[src/rtl/tseq_pkg.sv]
package tseq_pkg;
  localparam int unsigned CNT_W      = 3;
  localparam int unsigned SYNC_DEPTH = 2;

  typedef struct packed {
    logic a;
    logic b;
    logic c;
  } abc_t;
endpackage

[src/rtl/tseq_rst_sync.sv]
module tseq_rst_sync #(
  parameter int unsigned DEPTH = tseq_pkg::SYNC_DEPTH
) (
  input  logic clk_i,
  input  logic rst_ni,
  output logic rst_sync_no
);
  logic [DEPTH-1:0] chain_q;
  logic [DEPTH-1:0] chain_d;

  always_comb begin
    chain_d = {chain_q[DEPTH-2:0], 1'b1};
  end

  always_ff @(posedge clk_i or negedge rst_ni) begin
    if (!rst_ni) chain_q <= '0;
    else         chain_q <= chain_d;
  end

  assign rst_sync_no = chain_q[DEPTH-1];
endmodule

[src/rtl/tseq_tlogic.sv]
module tseq_tlogic
  import tseq_pkg::*;
(
  input  abc_t cur_i,
  output abc_t tgl_o
);
  logic bc_diff;

  always_comb begin
    bc_diff   = cur_i.b ^ cur_i.c;
    tgl_o.a   = cur_i.a | bc_diff;
    tgl_o.b   = cur_i.a | cur_i.b;
    tgl_o.c   = cur_i.a | ~bc_diff;
  end

  // Full inversion whenever the top bit is set
  always_comb begin
    if (cur_i.a) begin
      p_a_all_r7: assert (tgl_o == 3'b111);
    end
  end
endmodule

[src/rtl/tseq_tff.sv]
module tseq_tff #(
  parameter logic INIT = 1'b0
) (
  input  logic clk_i,
  input  logic rst_ni,
  input  logic clr_i,
  input  logic en_i,
  output logic q_o
);
  logic q_q;
  logic q_d;
  logic ce;

  always_comb begin
    ce  = clr_i | en_i;
    q_d = q_q;
    if (clr_i)      q_d = 1'b0;
    else if (en_i)  q_d = ~q_q;
  end

  always_ff @(posedge clk_i or negedge rst_ni) begin
    if (!rst_ni)  q_q <= INIT;
    else if (ce)  q_q <= q_d;
  end

  assign q_o = q_q;
endmodule

[src/rtl/tseq_counter.sv]
module tseq_counter
  import tseq_pkg::*;
#(
  parameter logic [CNT_W-1:0] INIT_STATE = '0
) (
  input  logic             clk_i,
  input  logic             rst_ni,
  input  logic             clr_i,
  input  logic             adv_i,
  output logic [CNT_W-1:0] state_o
);
  logic             rst_sync_n;
  abc_t             cur;
  abc_t             tgl;
  logic [CNT_W-1:0] tgl_vec;
  logic [CNT_W-1:0] en_vec;
  logic [CNT_W-1:0] q_vec;

  tseq_rst_sync #(.DEPTH(SYNC_DEPTH)) u_rsync (
    .clk_i       (clk_i),
    .rst_ni      (rst_ni),
    .rst_sync_no (rst_sync_n)
  );

  tseq_tlogic u_tlogic (
    .cur_i (cur),
    .tgl_o (tgl)
  );

  always_comb begin
    cur     = q_vec;
    tgl_vec = tgl;
    en_vec  = tgl_vec & {CNT_W{adv_i}};
  end

  for (genvar i = 0; i < CNT_W; i++) begin : g_bit
    tseq_tff #(.INIT(INIT_STATE[i])) u_tff (
      .clk_i  (clk_i),
      .rst_ni (rst_sync_n),
      .clr_i  (clr_i),
      .en_i   (en_vec[i]),
      .q_o    (q_vec[i])
    );
  end

  assign state_o = q_vec;

  p_clear_r2: assert property (@(posedge clk_i) disable iff (!rst_sync_n)
    clr_i |=> state_o == 3'd0);

  p_hold_r3: assert property (@(posedge clk_i) disable iff (!rst_sync_n)
    (!clr_i && !adv_i) |=> $stable(state_o));

  p_zero_to_one_r4: assert property (@(posedge clk_i) disable iff (!rst_sync_n)
    (adv_i && !clr_i && state_o == 3'd0) |=> state_o == 3'd1);

  p_three_to_zero_r4: assert property (@(posedge clk_i) disable iff (!rst_sync_n)
    (adv_i && !clr_i && state_o == 3'd3) |=> state_o == 3'd0);

  p_seven_r5: assert property (@(posedge clk_i) disable iff (!rst_sync_n)
    (adv_i && !clr_i && state_o == 3'd7) |=> state_o == 3'd0);

  p_six_r6: assert property (@(posedge clk_i) disable iff (!rst_sync_n)
    (adv_i && !clr_i && state_o == 3'd6) |=> state_o == 3'd1);
endmodule

[config.mk]
export PLATFORM = sky130hd
export DESIGN_NAME = tseq_counter
export DESIGN_NICKNAME = d
export VERILOG_FILES = /design/src/rtl/tseq_pkg.sv /design/src/rtl/tseq_rst_sync.sv /design/src/rtl/tseq_tlogic.sv /design/src/rtl/tseq_tff.sv /design/src/rtl/tseq_counter.sv
export SDC_FILE = /design/constraint.sdc
export NUM_CORES = 1
export LEC_CHECK = 0
export BUFFER_PORTS_ARGS = -buffer_cell sky130_fd_sc_hd__buf_2
export CORE_AREA = 2 2 39 41
export CTS_BUF_LIST = sky130_fd_sc_hd__clkbuf_4 sky130_fd_sc_hd__clkbuf_8
export CTS_CLUSTER_DIAMETER = 100
export DETAILED_ROUTE_END_ITERATION = 10
export DIE_AREA = 0 0 41 43
export GPL_ROUTABILITY_DRIVEN = 0
export HOLD_SLACK_MARGIN = 0.12
export PLACE_DENSITY = 0.32
export SKIP_CTS_REPAIR_TIMING = 1
export SYNTH_ARGS = -nofsm -noshare
export SYNTH_HDL_FRONTEND = slang
export SYNTH_HIERARCHICAL = 1
export SYNTH_SLANG_ARGS = --single-unit
[constraint.sdc]
create_clock -name clk_i -period 1.3 [get_ports clk_i]
set_input_delay 0.13 -clock clk_i [delete_from_list [all_inputs] [get_ports clk_i]]
set_output_delay 0.13 -clock clk_i [all_outputs]
set_load 0.005 [all_outputs]
After elaboration in Yosys (flattened, before gate mapping). Index checks and enable logic that the tools add are counted.

Memory bits (read-only): 0. Bits of input ports: 4. Latch bits: 0. Bits in writable memories: 0. Memories: 0. Register bits after elaboration: 5. Output and inout bits: 3.

Shift operators: 0. Bitwise operators: 12. $lt $le $gt $ge: 0. Muxes and demuxes: 6. Add/sub/neg operators: 0. Multipliers: 0. Divide/modulo/power cells: 0. Reductions and logical operators: 6. Equal/unequal tests: 0.

Operators with widths (number): $mux 1 (6); $or 1x1->1 (6); $reduce_and 2->1 (3); $reduce_bool 2->1 (3); $not 1->1 (4); $and 3x3->3 (1); $xor 1x1->1 (1).

Logic depth before layout (Yosys ltp).
Depth in word-level cells: 6. Gate-level depth with buffers: 5. Gate-level depth less buffers: 5.

Modules after synthesis. Netlist, hierarchy kept.

Modules (own cells, without submodules): tseq_tff (instances 3, area each 37.5 um2, cells each 3, sequential area each 25.0 um2); tseq_rst_sync (instances 1, area each 53.8 um2, cells each 3, sequential area each 50.0 um2); tseq_tlogic (instances 1, area each 27.5 um2, cells each 4, sequential area each 0.0 um2); tseq_counter (instances 1, area each 18.8 um2, cells each 3, sequential area each 0.0 um2).

Worst setup path after synthesis. OpenSTA, ideal clock, no wires.

Path kind: register -> register. Start point: reg g_bit[0].u_tff.q_q. End point: reg g_bit[2].u_tff.q_q. Library setup time: 119 ps. Stages on the path, launching flop included: 6. Path slack: 79 ps. Period minus slack after synthesis: 1221 ps. Data arrival time: 1103 ps. Path through: dfrtp_1 -> xor2_1 -> or2_1 -> and2_1 -> xnor2_1 -> nor2_1.

RTL lines: start, declared (line tseq_tff.sv:10) `logic q_q;`; start signal, assigned (line tseq_tff.sv:23) `else if (ce) q_q <= q_d;`; end signal, assigned (line tseq_tff.sv:23); end, declared (line tseq_tff.sv:10).

==> out/results.ini <==
[status]
status = finished, final reports clean

[clocking]
cts_tree = built
cts_sinks = 5
h-tree-depth = 1
worst_skew_pair.late_latency_ps = 240
clkTransAtPathRegs_ps = 50
ctsLongestPathBuffers = 2
cts_buffers = 3
clock-root-buffer = clkbuf_4

[pwr]
p_sw_mw = 0.216
power_density_mw_per_mm2 = 2170
power.internal_mw = 0.523
leakage_nw = 0.170
p_seq_share_pct = 32.6
p_comb_share_pct = 40.5
swShare_pct = 29.3
ir_drop_v = 0.000523
p_clk_share_pct = 26.9

[logic_synthesis]
synth_cell_types = 8
syn-num-nets = 23
synth_ff_type = dfrtp_1
ys_top_cells_by_count = 5 x dfrtp_1, 3 x and2_1, 3 x nor2_1, 3 x xnor2_1, 2 x or2_1
syn_inst = 19
yosys.area.top_type = dfrtp_1
synth_top_area_share_pct = 58.8
muxShareOfSynthArea_pct = 0
yosys.area_share.simple_pct = 22.9
yosys_warnings = 6
synth_edf_count = 0
ys_seq_elements = 5
synth.area.top_cells = dfrtp_1 59%, xnor2_1 12%, and2_1 8.8%
synth_top_family_by_area = simple AND/OR/NAND/NOR gates
synth_compound_area_share_pct = 0
synth_area_per_cell_um2 = 11.2
synth_area_um2 = 213
synthAdderAreaFrac_pct = 0
synth_xor_area_share_pct = 16.5
async_flop_share_pct = 100
synth.most_common_cell = dfrtp_1
ys_seq_area_share_pct = 58.8

[layout]
nets = 38
n_fill_cell = 156
stdcell_count = 49
layout-drive-gt1-share_pct = 39.4
post-route-util_pct = 24.6
antenna_cells = 0
syn_to_final_growth_pct = 60.0

[critical_path]
crit_buf_inv = 0
crit_family = simple AND/OR/NAND/NOR gates
cp_cell_sequence = xor2_1, or2_1, and2_4, xnor2_2, nor2_1
critical_path.max_fanout = 3
r2r_setup_slack_ps = 50
crit_path_start_kind = flop
cp.required_ps = 1420
slowest_stage = dfrtp_1
worstPathArrival_ps = 1370
crit_path_max_incr_delay_ps = 400
critPathKind = flop to flop
cp-end-kind = flop

[timing]
max_freq_ghz = 0.800
slew_violations = 0
rsz0062_at_grt = false
finClkSkew_ps = 4.91
min_period_over_period_pct = 96.2
setup_tns_ps = 0
min_period_ps = 1250
hold_viol_final = 0
setup-violations-final = 0

[global_routing]
grt_max_degree = 6
antenna_found_initial = 0
grt_pass1_wl_um = 510
grt_use_total_pct = 4.96
grt_overflow = 0
grt_pass1_vias = 144

[drt]
vias_per_cell = 3.45
first_iter_violations = 5
post-route-drc-count = 0
drt-wirelength-per-cell_um = 7.39
dr_total_vias = 169
ant_nets = 0
routed_wl_um = 362
dr.pass1.iters = 2

[floorplanning]
start_util_pct = 15.4
die_x_um = 41
fp.coreArea_mm2 = 0.00138
dieArea_mm2 = 0.00176
rows = 14
die_height_um = 43
num_io_pins = 7

[flow_run]
maxCapViolCount = 0

[placed_design]
hpwl_um = 258
dp.cells = 41
port_buffers = 6

[worst_hold_path]
hold_path.class = input pin to asynchronous set/reset pin

-- registers in the layout (all words and copies together), names as in the netlist --
register and flops:
u_rsync/chain_q 2, g_bit.u_tff/q_o 3
-- cell type report --
class / instances / area, um2 / area share, %
clock buffer: 4 / 30.0 / 8.82
sequential: 5 / 125 / 36.8
tap: 16 / 20.0 / 5.88
timing repair buffer: 10 / 67.6 / 19.9
multi-input combinational: 14 / 97.6 / 28.7
-- routing by layer --
layer	track usage [%]	vias to the layer above	wire [um]
met5	0	-	0
met4	6.00	0	0
met3	3.14	0	22
met2	5.94	4	184
met1	4.95	82	155
li1	-	83	-
-- logic make-up after synthesis --
logic type,after synthesis
flip-flops,5
AND/OR/NAND/NOR,9
XOR/XNOR,4
other,1
-- power groups by stage --
stage | clock network [mW] | registers (mW) | logic (mW)
6_report | 0.199 | 0.241 | 0.300
4_1_cts | 0.207 | 0.240 | 0.243
5_1_grt | 0.223 | 0.248 | 0.329
2_1_floorplan | 0 | 0.244 | 0.169
3_5_place_dp | 0 | 0.242 | 0.238
3_3_place_gp | 0 | 0.244 | 0.242
-- path summary, 6_finish.rpt --
path	endpoint	startpoint	cells after the start
worst min-delay path	u_rsync/chain_q[0]$_DFF_PN0_	rst_ni	2
worst min register to register	u_rsync/chain_q[1]$_DFF_PN0_	u_rsync/chain_q[0]$_DFF_PN0_	0
worst max register to register	g_bit[2].u_tff/q_o$_DFFE_PN0P_	g_bit[1].u_tff/q_o$_DFFE_PN0P_	5
max in group asynchronous	g_bit[2].u_tff/q_o$_DFFE_PN0P_	u_rsync/chain_q[1]$_DFF_PN0_	1
min in group clk_i	g_bit[2].u_tff/q_o$_DFFE_PN0P_	adv_i	4
worst max-delay path	g_bit[2].u_tff/q_o$_DFFE_PN0P_	g_bit[1].u_tff/q_o$_DFFE_PN0P_	5
-- layout by cell type, fill, tap and decap left out --
| cell type | Yosys | final |
|---|---|---|
| xor2_1 | 1 | 1 |
| and2_4 | 0 | 1 |
| buf_4 | 0 | 1 |
| buf_2 | 0 | 6 |
| clkbuf_4 | 0 | 4 |
| xnor2_1 | 3 | 2 |
| xnor2_2 | 0 | 1 |
| nor2_1 | 3 | 3 |
| or2_1 | 2 | 2 |
| conb_1 | 1 | 1 |
| nand2b_1 | 1 | 1 |
| dfrtp_1 | 5 | 5 |
| and2_1 | 3 | 2 |
| dlygate4sd3_1 | 0 | 3 |
-- per-stage QoR --
stage                     setup WS, ps  area, um2  hold WS [ps]  power (mW)
after CTS                         12.1        293          -339       0.690
after global placement            25.3        263         -82.8       0.486
after global routing              6.64        340           204       0.799
final                             49.8        340           202       0.740
after detailed placement          32.9        263         -79.9       0.480
after floorplan                   78.5        213          -166       0.413
-- worst reg2reg max path, cell delays in order, from the launching register on --
cell	delay (ps)
dfrtp_1	400
xor2_1	190
or2_1	210
and2_4	160
xnor2_2	120
nor2_1	50
Power figures use the tool's default switching activity.
